### config.mk
export PLATFORM = sky130hd
export DESIGN_NAME = board_ctrl_regs
export DESIGN_NICKNAME = d
export VERILOG_FILES = /design/src/rtl/board_ctrl_pkg.sv /design/src/rtl/bc_switch_sync.sv /design/src/rtl/bc_regfile.sv /design/src/rtl/bc_key_pulse.sv /design/src/rtl/board_ctrl_regs.sv
export SDC_FILE = /design/constraint.sdc
export NUM_CORES = 1
export LEC_CHECK = 0
export BUFFER_PORTS_ARGS = -buffer_cell sky130_fd_sc_hd__buf_2
export CORE_MARGIN = 3
export CORE_UTILIZATION = 47
export DETAILED_ROUTE_END_ITERATION = 10
export PLACE_DENSITY = 0.78
export SKIP_CTS_REPAIR_TIMING = 1
export SYNTH_ARGS = -nofsm -noshare
export SYNTH_HDL_FRONTEND = slang
export SYNTH_SLANG_ARGS = --single-unit
export TNS_END_PERCENT = 30
### constraint.sdc
create_clock -name clk -period 2.91 [get_ports clk]
set_clock_uncertainty 0.15 [all_clocks]
set_input_delay 0.4365 -clock clk [delete_from_list [all_inputs] [get_ports clk]]
set_output_delay 0.4365 -clock clk [all_outputs]
set_load 0.01 [all_outputs]
### src/rtl/board_ctrl_pkg.sv
package board_ctrl_pkg;
  // Byte offsets of the decoded words (behavioural map)
  localparam logic [31:0] OFS_IDENT = 32'h0000_0000;
  localparam logic [31:0] OFS_FREQ  = 32'h0000_0004;
  localparam logic [31:0] OFS_LED   = 32'h0000_0008;
  localparam logic [31:0] OFS_SWITCH = 32'h0000_000C;
  localparam logic [31:0] OFS_TRIG  = 32'h0000_0010;

  typedef enum logic [2:0] {
    SEL_NONE,
    SEL_IDENT,
    SEL_FREQ,
    SEL_LED,
    SEL_SWITCH,
    SEL_TRIG
  } word_sel_e;
endpackage

### src/rtl/bc_switch_sync.sv
module bc_switch_sync #(
  parameter int SW_W   = 8,
  parameter int STAGES = 2
) (
  input  logic            clk,
  input  logic            rst,
  input  logic [SW_W-1:0] pins,
  output logic [SW_W-1:0] sw_q
);
  logic [SW_W-1:0] chain [STAGES];

  generate
    for (genvar s = 0; s < STAGES; s++) begin : g_stage
      if (s == 0) begin : g_first
        always_ff @(posedge clk) begin
          if (rst) chain[0] <= '0;
          else     chain[0] <= pins;
        end
      end else begin : g_next
        always_ff @(posedge clk) begin
          if (rst) chain[s] <= '0;
          else     chain[s] <= chain[s-1];
        end
      end
    end
  endgenerate

  // Capture register seen by the bus
  always_ff @(posedge clk) begin
    if (rst) sw_q <= '0;
    else     sw_q <= chain[STAGES-1];
  end
endmodule

### src/rtl/bc_regfile.sv
module bc_regfile
  import board_ctrl_pkg::*;
#(
  parameter int          DATA_W = 32,
  parameter int          SW_W   = 8,
  parameter logic [31:0] IDENT  = 32'h0927_2011,
  parameter logic [31:0] CLK_HZ = 32'd10_000_000
) (
  input  logic              clk,
  input  logic              rst,
  input  word_sel_e         sel,
  input  logic              wr,
  input  logic [DATA_W-1:0] wdata,
  input  logic              rd,
  input  logic [SW_W-1:0]   sw_q,
  output logic [DATA_W-1:0] rdata,
  output logic [DATA_W-1:0] led
);
  logic [DATA_W-1:0] rd_mux;

  always_ff @(posedge clk) begin
    if (rst)                      led <= '0;
    else if (wr && sel == SEL_LED) led <= wdata;
  end

  always_comb begin
    case (sel)
      SEL_IDENT:  rd_mux = DATA_W'(IDENT);
      SEL_FREQ:   rd_mux = DATA_W'(CLK_HZ);
      SEL_LED:    rd_mux = led;
      SEL_SWITCH: rd_mux = DATA_W'(sw_q);
      default:    rd_mux = '0;
    endcase
  end

  always_ff @(posedge clk) begin
    if (rst)     rdata <= '0;
    else if (rd) rdata <= rd_mux;
    else         rdata <= '0;
  end

  // LED contents move only on a write to the LED word
  assert_led_hold_R6: assert property (@(posedge clk) disable iff (rst)
    !(wr && sel == SEL_LED) |=> $stable(led));

  // Idle cycles carry zero read data
  assert_rdata_idle_R10: assert property (@(posedge clk) disable iff (rst)
    !rd |=> rdata == '0);
endmodule

### src/rtl/bc_key_pulse.sv
module bc_key_pulse #(
  parameter int          DATA_W = 32,
  parameter logic [31:0] KEY    = 32'h0000_DEAD
) (
  input  logic              clk,
  input  logic              rst,
  input  logic              trig_wr,
  input  logic [DATA_W-1:0] wdata,
  output logic              req
);
  logic key_ok;
  assign key_ok = trig_wr && (wdata == DATA_W'(KEY));

  always_ff @(posedge clk) begin
    if (rst) req <= 1'b0;
    else     req <= key_ok;
  end
endmodule

### src/rtl/board_ctrl_regs.sv
module board_ctrl_regs
  import board_ctrl_pkg::*;
#(
  parameter int          ADDR_W      = 16,
  parameter int          DATA_W      = 32,
  parameter int          SW_W        = 8,
  parameter int          SYNC_STAGES = 2,
  parameter logic [31:0] IDENT       = 32'h0927_2011,
  parameter logic [31:0] CLK_HZ      = 32'd10_000_000,
  parameter logic [31:0] RESET_KEY   = 32'h0000_DEAD
) (
  input  logic              clk,
  input  logic              rst,
  input  logic [ADDR_W-1:0] bus_addr,
  input  logic              bus_wr,
  input  logic [DATA_W-1:0] bus_wdata,
  input  logic              bus_rd,
  output logic [DATA_W-1:0] bus_rdata,
  input  logic [SW_W-1:0]   sw_in,
  output logic [DATA_W-1:0] led_out,
  output logic              sys_rst_req
);
  localparam logic [ADDR_W-1:0] A_IDENT  = ADDR_W'(OFS_IDENT);
  localparam logic [ADDR_W-1:0] A_FREQ   = ADDR_W'(OFS_FREQ);
  localparam logic [ADDR_W-1:0] A_LED    = ADDR_W'(OFS_LED);
  localparam logic [ADDR_W-1:0] A_SWITCH = ADDR_W'(OFS_SWITCH);
  localparam logic [ADDR_W-1:0] A_TRIG   = ADDR_W'(OFS_TRIG);

  word_sel_e       sel;
  logic [SW_W-1:0] sw_q;

  always_comb begin
    case (bus_addr)
      A_IDENT:  sel = SEL_IDENT;
      A_FREQ:   sel = SEL_FREQ;
      A_LED:    sel = SEL_LED;
      A_SWITCH: sel = SEL_SWITCH;
      A_TRIG:   sel = SEL_TRIG;
      default:  sel = SEL_NONE;
    endcase
  end

  bc_switch_sync #(.SW_W(SW_W), .STAGES(SYNC_STAGES)) u_sync (
    .clk(clk), .rst(rst), .pins(sw_in), .sw_q(sw_q)
  );

  bc_regfile #(.DATA_W(DATA_W), .SW_W(SW_W), .IDENT(IDENT), .CLK_HZ(CLK_HZ)) u_regs (
    .clk(clk), .rst(rst), .sel(sel), .wr(bus_wr), .wdata(bus_wdata),
    .rd(bus_rd), .sw_q(sw_q), .rdata(bus_rdata), .led(led_out)
  );

  bc_key_pulse #(.DATA_W(DATA_W), .KEY(RESET_KEY)) u_key (
    .clk(clk), .rst(rst), .trig_wr(bus_wr && sel == SEL_TRIG),
    .wdata(bus_wdata), .req(sys_rst_req)
  );

  // A request only follows a key write at the trigger offset
  assert_req_cause_R7: assert property (@(posedge clk) disable iff (rst)
    sys_rst_req |-> $past(bus_wr && bus_addr == A_TRIG
                          && bus_wdata == DATA_W'(RESET_KEY)));

  // Identification word returned after a read of offset 0
  assert_ident_read_R2: assert property (@(posedge clk) disable iff (rst)
    $past(bus_rd && bus_addr == A_IDENT) |-> bus_rdata == DATA_W'(IDENT));

  // Trigger word reads as zero
  assert_trig_reads_zero_R9: assert property (@(posedge clk) disable iff (rst)
    $past(bus_rd && bus_addr == A_TRIG) |-> bus_rdata == '0);
endmodule

==> implementation parameters <==
Parameter                              Value

Status
  Outcome ... complete, no violations

Critical path
  Longest individual stage delay on the worst path ... 0.54 ns
  Reg-to-Reg Start ... u_regs.led[7]
  Data arrival time of the worst path ... 2.42 ns
  Req. time, crit path ... 3.06 ns
  Cells on worst reg2reg path ... 2
  Critical path capture point type ... register
  Type of element launching the critical path ... input pin
  Critical path fanouts, max ... 7
  Ordered cell list for the critical path ... buf_2 -> or4_1 -> or2_0 -> or4b_4 -> nor3b_4 -> a22o_2
  Cell with the largest stage delay on the worst path ... sky130_fd_sc_hd__or4_1
  Minimum setup slack among reg-to-reg paths ... 2.06 ns
  R2R Path End ... u_regs.rdata[7]
  Crit Path Class ... input pin to register

GRT
  Global-route wire length before repair ... 11.8 mm
  Antenna violations before repair ... 1
  Total GRT Usage ... 0.204
  Number of global-route vias before repair ... 2502
  Total grt overflow ... 0
  Largest net degree at the start of global routing ... 58

Logic synthesis
  Yosys top cell area share ... 0.586
  Nets in the synthesized netlist ... 379
  Avg Synthesized Cell Area ... 9.53 sq um
  Leading post-synthesis cells by cell area ... sky130_fd_sc_hd__dfxtp_1 59%, sky130_fd_sc_hd__nand2_1 9.0%, sky130_fd_sc_hd__a21oi_1 6.9%, sky130_fd_sc_hd__nor2b_1 5.6%, sky130_fd_sc_hd__and2_1 2.5%
  Top cells by instance count after synthesis ... 89 x sky130_fd_sc_hd__dfxtp_1, 73 x sky130_fd_sc_hd__nand2_1, 42 x sky130_fd_sc_hd__a21oi_1
  Syn Inst Count ... 319
  EDFF count, synth ... 0
  Post-synthesis sequential area ratio ... 0.586
  Async SR Flop Fraction ... 0
  Synthesized area ... 3040 sq um
  Most frequently used flop master after synthesis ... sky130_fd_sc_hd__dfxtp_1
  Synth unique cells ... 33
  Post-synthesis register bit count ... 89
  Library cell occupying the most area in the post-synthesis netlist ... sky130_fd_sc_hd__dfxtp_1
  Top-count cell post-synth ... sky130_fd_sc_hd__dfxtp_1
  Synth warn ... 0

Placement
  Detailed placer's ending HPWL ... 5.77 mm
  Weighted congestion at the end of routability-driven global placement ... 0.827
  Count of buffers inserted at the top-level ports ... 124
  Placed cell count ... 508
  Placed instance area ... 3740 sq um

Finish
  Area growth from synthesis to layout ... 30.6%
  Final net count ... 504
  Layout cells sized above 1 ... 0.353
  Final non-filler cell total ... 523
  Total non-filler cell area in the finished layout ... 3970 sq um
  Diode insertion count for antenna repair ... 0
  Footprint of the multi-input gates ... 1180 sq um
  Filler instances ... 536
  Final core occ ... 0.651
  Area taken by flip-flops and latches ... 1780 sq um

Die
  Placement row count ... 28
  Area of the die ... 7470 sq um
  Die X-Extent ... 86.4 microns
  I/O pins ... 125
  Starting density of the core ... 0.499
  Die extent in y ... 86.4 microns
  Area of the core ... 6100 sq um

Clock network
  CTS Buffer Depth ... 2
  Sink Count ... 89
  Clock tree from TritonCTS ... done
  Skew-Pair Late Insertion Delay ... 0.35 ns
  Maximum level of the CTS H-tree ... 3
  Clk slew on worst S/H paths ... 0.08 ns
  Number of clock buffers inserted by TritonCTS ... 9
  Root cell of the clock tree ... sky130_fd_sc_hd__clkbuf_8

Power and ir drop
  Static leakage ... 1.74 nW
  Sequential share of power ... 0.544
  Ratio of total power to cell area ... 570 nW/um^2
  Sw Ratio ... 0.204
  Internal power ... 1.80 mW
  Switching pwr ... 0.462 mW
  Maximum VDD drop ... 335 uV
  Combinational fraction of design power ... 0.042
  Overall power consumption ... 2.26 mW
  Relative contribution of the clock network to total power ... 0.414

STA
  Actual transition at the worst max-transition pin ... 0.577 ns
  Final setup violation count ... 0
  Unrepaired setup endpoints after global routing ... no
  Part of the cycle the worst path needs ... 0.782
  Normalized max-slew margin ... 0.615
  Max Fclk ... 439 MHz
  Setup total negative slack ... 0 ns
  Pins Over Slew Limit ... 0
  Final min period ... 2.28 ns
  Final Hold Vio Count ... 0

Min path
  End point of the most critical hold path ... u_sync.chain[0][3]
  Worst Hold Depth ... 2
  Class of the most critical hold timing path ... input pin to register
  Worst hold start ... sw_in[3]

Detailed routing
  # DRC ... 0
  Initial DRT Pass Iterations ... 4
  Vias post-DR ... 2707
  Vias per cell ... 5.18
  Total routed wirelength ... 7.61 mm
  Average wire per cell in the routed design ... 14.6 microns
  Starting DRC count in detailed routing ... 72
  Residual antenna-violating net count after detailed routing ... 0

Flow run
  Number of maximum-capacitance violations ... 0
power groups by stage:
stage	clock [mW]	combinational, mW	sequential (mW)
global placement	0	0.0933	1.26
global route	1.01	0.105	1.23
floorplan	0	0.0402	1.26
finish	0.937	0.0953	1.23
CTS	0.956	0.0952	1.23
detailed placement	0	0.0946	1.26
worst max-delay path: cells and delay by family:
family                 cells  cell delay (ns)
buffers and inverters      1             0.10
AND/OR/NAND/NOR            4             1.66
AO/OA/AOI/OAI              1             0.21
stage by stage:
step | setup slack (ns) | hold slack, ns
2_1_floorplan | 0.416 | 0.264
3_3_place_gp | 0.317 | 0.267
3_5_place_dp | 0.280 | 0.274
4_1_cts | 0.656 | 0.127
5_1_grt | 0.535 | 0.140
6_report | 0.634 | 0.145
routing by layer:
layer  vias up  share of wire  GRT usage
met3        10          0.092     0.0513
met5         -        0.00092          0
li1       1324              -          -
met1      1243           0.41      0.242
met2       128           0.48      0.352
met4         2          0.013     0.0822
cells in the final DEF (no fill, tap or decap), types with 2 or more instances in the layout:
cell type / netlist / layout
sky130_fd_sc_hd__dfxtp_1: 89 / 89
sky130_fd_sc_hd__nor4_1: 8 / 8
sky130_fd_sc_hd__nor3_1: 5 / 5
sky130_fd_sc_hd__and2_1: 12 / 12
sky130_fd_sc_hd__xnor2_1: 2 / 2
sky130_fd_sc_hd__a21oi_1: 42 / 42
sky130_fd_sc_hd__nand2_1: 73 / 73
sky130_fd_sc_hd__buf_2: 0 / 124
sky130_fd_sc_hd__nor4bb_1: 2 / 2
sky130_fd_sc_hd__nand3_1: 4 / 4
sky130_fd_sc_hd__nor2b_1: 27 / 27
sky130_fd_sc_hd__a22o_2: 5 / 5
sky130_fd_sc_hd__nand4_1: 4 / 4
sky130_fd_sc_hd__nor2_1: 2 / 2
sky130_fd_sc_hd__bufinv_16: 0 / 2
sky130_fd_sc_hd__o21a_1: 7 / 7
sky130_fd_sc_hd__clkbuf_8: 0 / 11
sky130_fd_sc_hd__buf_4: 0 / 9
sky130_fd_sc_hd__o2bb2ai_1: 2 / 2
cell type report:
class / instances / share of cell area
Tap cell: 75 / 0.0236
Timing Repair Buffer: 133 / 0.173
Multi-Input combinational cell: 211 / 0.297
Clock buffer: 11 / 0.0381
Clock inverter: 4 / 0.0192
Sequential cell: 89 / 0.449
sequential cells by signal, indices dropped and copies added (netlist names):
name / flops
u_key.req: 1
u_regs.rdata: 32
u_sync.chain: 16
u_sync.sw_q: 8
u_regs.led: 32
worst max-delay path by stage:
stage                            start         endpoint  slack (ns)  cells past startpoint
final                      bus_addr[7]  u_regs.rdata[6]        0.63                      6
after CTS                  bus_addr[7]  u_regs.rdata[6]        0.66                      6
after detailed placement   bus_addr[7]  u_regs.rdata[6]        0.28                      6
after global placement     bus_addr[7]  u_regs.rdata[6]        0.32                      6
after floorplan            bus_addr[7]  u_regs.rdata[1]        0.42                      6
after global routing      bus_addr[13]  u_regs.rdata[1]        0.53                      6
logic make-up (layout without fill, tap and decap cells):
group | after synthesis | count (layout) | synth area share
AND/OR/NAND/NOR | 148 | 148 | 0.260
XOR/XNOR | 2 | 2 | 0.00576
flip-flops | 89 | 89 | 0.586
AO/OA/AOI/OAI | 61 | 61 | 0.122
buffers and inverters | 19 | 148 | 0.0259
Power figures use the tool's default switching activity.
